$ cat src/rtl/audio_ctl_i2c.sv
module audio_ctl_i2c #(
  parameter logic [6:0] DEV_ADDR = 7'h42,
  parameter int NREG = 6,
  parameter int SUBW = 4
) (
  input  logic       clk,
  input  logic       rst_n,
  input  logic       scl_i,
  input  logic       sda_i,
  output logic       sda_lo_o,
  input  logic       stereo_i,
  input  logic       biling_i,
  output logic       test_o,
  output logic [6:0] sep_att_o,
  output logic       ext_sel_o,
  output logic       fmono_o,
  output logic       sel1_o,
  output logic       sel0_o,
  output logic       tv_on_o,
  output logic       ls_on_o,
  output logic [4:0] bass_o,
  output logic [4:0] treble_o,
  output logic [7:0] vol_o,
  output logic [5:0] bal_o
);

  typedef enum logic [2:0] {S_IDLE, S_RX, S_RACK, S_TX, S_MACK} st_t;
  typedef enum logic [1:0] {K_ADDR, K_SUB, K_DATA, K_READ} kind_t;

  function automatic logic [7:0] wmask(int i);
    case (i)
      1, 5:    return 8'h3F;
      2, 3:    return 8'h1F;
      default: return 8'hFF;
    endcase
  endfunction

  function automatic logic [7:0] rval(int i);
    case (i)
      0:       return 8'h34;
      2, 3:    return 8'h10;
      5:       return 8'h20;
      default: return 8'h00;
    endcase
  endfunction

  logic [2:0] scl_s, sda_s;
  st_t        st;
  kind_t      kind;
  logic [3:0] cnt;
  logic [7:0] sh, tx;
  logic [SUBW-1:0] sub;
  logic       ackd, mack, pon;
  logic [7:0] r [NREG];

  wire scl_q = scl_s[1];
  wire scl_p = scl_s[2];
  wire sda_q = sda_s[1];
  wire sda_p = sda_s[2];
  wire rise  = scl_q & ~scl_p;
  wire fall  = ~scl_q & scl_p;
  wire start = scl_q & scl_p & sda_p & ~sda_q;
  wire stop  = scl_q & scl_p & ~sda_p & sda_q;
  wire [7:0] status = {pon, stereo_i, biling_i, 5'b0};

  assign sda_lo_o = (st == S_RACK && ackd) || (st == S_TX && !tx[7]);

  assign {test_o, sep_att_o} = r[0];
  assign {ext_sel_o, fmono_o, sel1_o, sel0_o, tv_on_o, ls_on_o} = r[1][5:0];
  assign bass_o   = r[2][4:0];
  assign treble_o = r[3][4:0];
  assign vol_o    = r[4];
  assign bal_o    = r[5][5:0];

  wire unused_bits = &{r[1][7:6], r[2][7:5], r[3][7:5], r[5][7:6], scl_s[0], sda_s[0]};

  always_ff @(posedge clk or negedge rst_n) begin
    if (!rst_n) begin
      scl_s <= '1;
      sda_s <= '1;
    end else begin
      scl_s <= {scl_s[1:0], scl_i};
      sda_s <= {sda_s[1:0], sda_i};
    end
  end

  always_ff @(posedge clk or negedge rst_n) begin
    if (!rst_n) begin
      st   <= S_IDLE;
      kind <= K_ADDR;
      cnt  <= '0;
      sh   <= '0;
      tx   <= '1;
      sub  <= '0;
      ackd <= 1'b0;
      mack <= 1'b0;
      pon  <= 1'b1;
      for (int i = 0; i < NREG; i++) r[i] <= rval(i);
    end else if (start) begin
      st   <= S_RX;
      kind <= K_ADDR;
      cnt  <= '0;
      ackd <= 1'b0;
    end else if (stop) begin
      st   <= S_IDLE;
      ackd <= 1'b0;
    end else begin
      case (st)
        S_RX: begin
          if (rise) begin
            sh  <= {sh[6:0], sda_q};
            cnt <= cnt + 4'd1;
          end else if (fall && cnt == 4'd8) begin
            st   <= S_RACK;
            ackd <= 1'b1;
            cnt  <= '0;
            case (kind)
              K_ADDR: begin
                if (sh[7:1] == DEV_ADDR) kind <= sh[0] ? K_READ : K_SUB;
                else begin
                  st   <= S_IDLE;
                  ackd <= 1'b0;
                end
              end
              K_SUB: begin
                sub  <= sh[SUBW-1:0];
                kind <= K_DATA;
              end
              default: begin
                for (int i = 0; i < NREG; i++)
                  if (sub == SUBW'(i)) r[i] <= sh & wmask(i);
                sub <= sub + 1'b1;
              end
            endcase
          end
        end
        S_RACK: if (fall) begin
          ackd <= 1'b0;
          if (kind == K_READ) begin
            st  <= S_TX;
            tx  <= status;
            pon <= 1'b0;
          end else st <= S_RX;
        end
        S_TX: if (fall) begin
          tx  <= {tx[6:0], 1'b1};
          cnt <= cnt + 4'd1;
          if (cnt == 4'd7) begin
            st  <= S_MACK;
            cnt <= '0;
          end
        end
        S_MACK: begin
          if (rise) mack <= ~sda_q;
          else if (fall) begin
            if (mack) begin
              st  <= S_TX;
              tx  <= status;
              pon <= 1'b0;
            end else st <= S_IDLE;
          end
        end
        default: ;
      endcase
    end
  end

endmodule

$ cat config.mk
export PLATFORM = sky130hd
export DESIGN_NAME = audio_ctl_i2c
export DESIGN_NICKNAME = d
export VERILOG_FILES = /design/src/rtl/audio_ctl_i2c.sv
export SDC_FILE = /design/constraint.sdc
export NUM_CORES = 1
export LEC_CHECK = 0
export CAP_MARGIN = 20
export CORE_MARGIN = 2
export CORE_UTILIZATION = 24
export CTS_CLUSTER_DIAMETER = 100
export CTS_CLUSTER_SIZE = 40
export DETAILED_ROUTE_END_ITERATION = 12
export PLACE_DENSITY = 0.4
export SLEW_MARGIN = 25
export SYNTH_ARGS = -nofsm -noshare
export SYNTH_HDL_FRONTEND = slang
export SYNTH_SLANG_ARGS = --single-unit
$ cat constraint.sdc
create_clock -name clk -period 2.2 [get_ports clk]
set_input_delay 0.44 -clock clk [delete_from_list [all_inputs] [get_ports clk]]
set_output_delay 0.44 -clock clk [all_outputs]
set_load 0.05 [all_outputs]
==> impl_results.md <==
* Worst slew margin at 57.69%
* Cell area after placement at around 0.0043 mm²
* # nets final at about 360
* Fin area at ~0.0046 mm²
* Critical path buffers and inverters at 1
* Wirelength per Cell at 16.09 µm
* CTS sink count at 76
* VDD IR max at 428.9 µV
* # hold bufs at CTS at 0
* Initial core utilization at approximately a quarter
* Final GP Congestion at around 0.79
* Worst-path fanout max at 2
* Status: complete, no violations
* DRC viols at 0
* HPWL reported at the end of detailed placement at 5755 µm
* Leakage at between 1.5 and 2 nW
* Antenna fix cells at 0
* Fill count at between 1500 and 2000
* Arrival @ worst endpoint at 1.68 ns
* Layout cell share with drive strength beyond 1 at between 30% and 40%
* Die height at roughly 130 µm
* Worst Clk Skew at just under 0.006 ns
* Post-synthesis sequential area ratio at between 50% and 60%
* Crit path max-delay family: buffers and inverters
* Crit. End Element: output pin
* Power Total at roughly 0.0035 W
* Share of the synthesized area in the top cell type at roughly two fifths
* Crit path time final at about 2.1 ns
* Antenna-violating nets left at 0
* Clock Pin Slew Worst Setup and Hold Paths at around 0.060 ns
* Hold Path Class: input pin to async pin
* Pre-Repair DR Iteration Count at 4
* Period utilisation layout at a little over nine tenths
* Synth area leaders: dfrtp_1 39%, dfstp_2 16%, mux2_2 13%
* Max cap viols at 0
* Num CTS Buffers at 9
* Unique masters post-synth at 53
* Die Wd at about 130 µm
* Warnings from Yosys at 0
* Area grow syn2layout at 30.37%
* WP depth at 1
* Synth Cell Area at roughly 0.0036 mm²
* CP max-delay cell: clkdlybuf4s50_1
* DRT iter0 DRCs at 95
* Num ports at 45
* RSZ-0062 raised after global routing: yes
* Worst Max-Slew Pin Slew at ~0.63 ns
* Vias in the first global route at approximately 2700
* Final Core Density at between 30% and 40%
* CTS tree: done
* Post-synth top cells: 55 x dfrtp_1, 40 x mux2_2, 29 x nand2_1
* First-pass GRT wire length at around 14000 µm
* Final Max Tran Viols at 0
* CP Class: flop to output pin
* Post-synth top area cell: dfrtp_1
* Synth Instances at between 200 and 300
* Num rows at 44
* Startpoint Class: flop
* Die footprint at about 0.016 mm²
* Number of synthesized flops with an enable pin at 0
* Gr usage total at 11.74%
* Setup TNS at 0 ns
* Initial antenna violation count at 0
* FFs w/ async S/R, synth at 100.0%
* R2R cell count at 6
* Hold Violations, Final at 0
* Crit-path cells: clkdlybuf4s50_1
* Largest net degree at the start of global routing at 43
* Post-Syn Nets at between 300 and 400
* Core region area at between 0.01 and 0.015 mm²
* Most common flop cell mapped by yosys: dfrtp_1
* Syn Area/Cell at about 12 µm²
* Clock network latency to the later pin of the worst-skew pair at 0.34 ns
* CTS max path bufs at 2
* Vias at 2467
* Drt total wl at approximately 8700 µm
* Peak Freq at about 0.47 GHz
* Max H-tree Level at 3
* Largest stage delay on the critical path at around 0.8 ns
* Total global routing overflow at 0
* WP data required at approximately 1.8 ns
* Synth Register Bits at 76
* Pwr dens at approximately 760 mW/mm²
* DR vias/cell at about 4.6
* Clk root buf: clkbuf_16
* # port buffers at 44
* Finish-stage setup viols at 0
* Most frequent cell after synthesis: dfrtp_1
## what timing repair did
action / CTS / global route
endpoints found under the setup margin: 0 / 13
buffers inserted: 0 / 0
gates resized for setup: 0 / 4
## layer usage
layer  vias to the layer above  GRT usage, %  share of wire [%]
li1                       1169             -                  -
met1                      1221         14.74                 45
met2                        66         18.25                 46
met3                        11         5.353                6.8
met4                         0         3.426                1.7
met5                         -             0                  0
## cell type report
type	instances	area (µm²)	area share (%)
sequential	76	1928	41.55
multi-input combinational	198	1553	33.46
timing repair buffer	60	593.1	12.78
clock buffer	11	232.7	5.015
tap	184	230.2	4.961
clock inverter	5	85.08	1.833
inverter	5	18.77	0.4044
## through the flow
stage / hold slack (ns) / instances / setup WS, ns
3_3_place_gp: 0.3499 / 523 / 0.06369
3_5_place_dp: 0.3503 / 523 / 0.04399
6_report: 0.06506 / 539 / 0.08438
4_1_cts: 0.08274 / 539 / 0.03983
2_1_floorplan: 0.1444 / 295 / 0.2140
5_1_grt: 0.09682 / 539 / -0.001331
## report_power, final
part	switching [W]	total, W	internal, W	leakage [nW]
combinational	0.000170	0.000311	0.000141	0.836
sequential	0.000157	0.00162	0.00146	0.980
clock	0.000594	0.00159	0.00100	0.150
## placed cells by master (no fill, tap or decap), types with 3 or more instances in the layout
master and instances:
a211oi_1 3, a21oi_1 6, and3_1 3, buf_12 3, buf_4 15, clkbuf_16 9, clkdlybuf4s50_1 42, dfrtp_1 55
dfstp_2 21, ha_1 6, inv_1 5, mux2_2 40, mux2_4 6, mux2i_1 5, nand2_1 29, nand2b_1 6
nand3_1 6, nor2_1 13, nor2b_1 5, nor3_1 5, o21ai_0 20, or3_1 3, or4_1 3
## final timing paths
kind	startpoint	to	slack, ns
min in group clk	sda_s[0]	sda_s[1]	0.36
min	rst_n	cnt[3]	0.07
min reg2reg	sda_s[0]	sda_s[1]	0.36
max in group asynchronous	rst_n	bal_o[5]	1.46
max reg2reg	scl_s[2]	bass_o[1]	0.16
max	sep_att_o[4]	sep_att_o[4]	0.08
## state kept, by name, summed over array words and instances (netlist names), 2 cells and up
register	count
sep_att_o	7
treble_o	5
sh	8
scl_s	3
kind	2
bass_o	5
sub	4
vol_o	8
sda_s	3
bal_o	6
cnt	4
tx	8
st	3
## logic make-up (layout without fill, tap and decap cells)
| family | after synthesis | in the layout | share of synthesized area, % |
|---|---|---|---|
| mux | 51 | 51 | 16.59 |
| fa+ha+maj | 6 | 6 | 2.109 |
| flops | 76 | 76 | 54.17 |
| buf+inv | 21 | 81 | 2.812 |
| simple gates | 92 | 92 | 15.22 |
| compound gates | 48 | 48 | 8.858 |
| xor+xnor | 1 | 1 | 0.2461 |
Power figures use the tool's default switching activity.
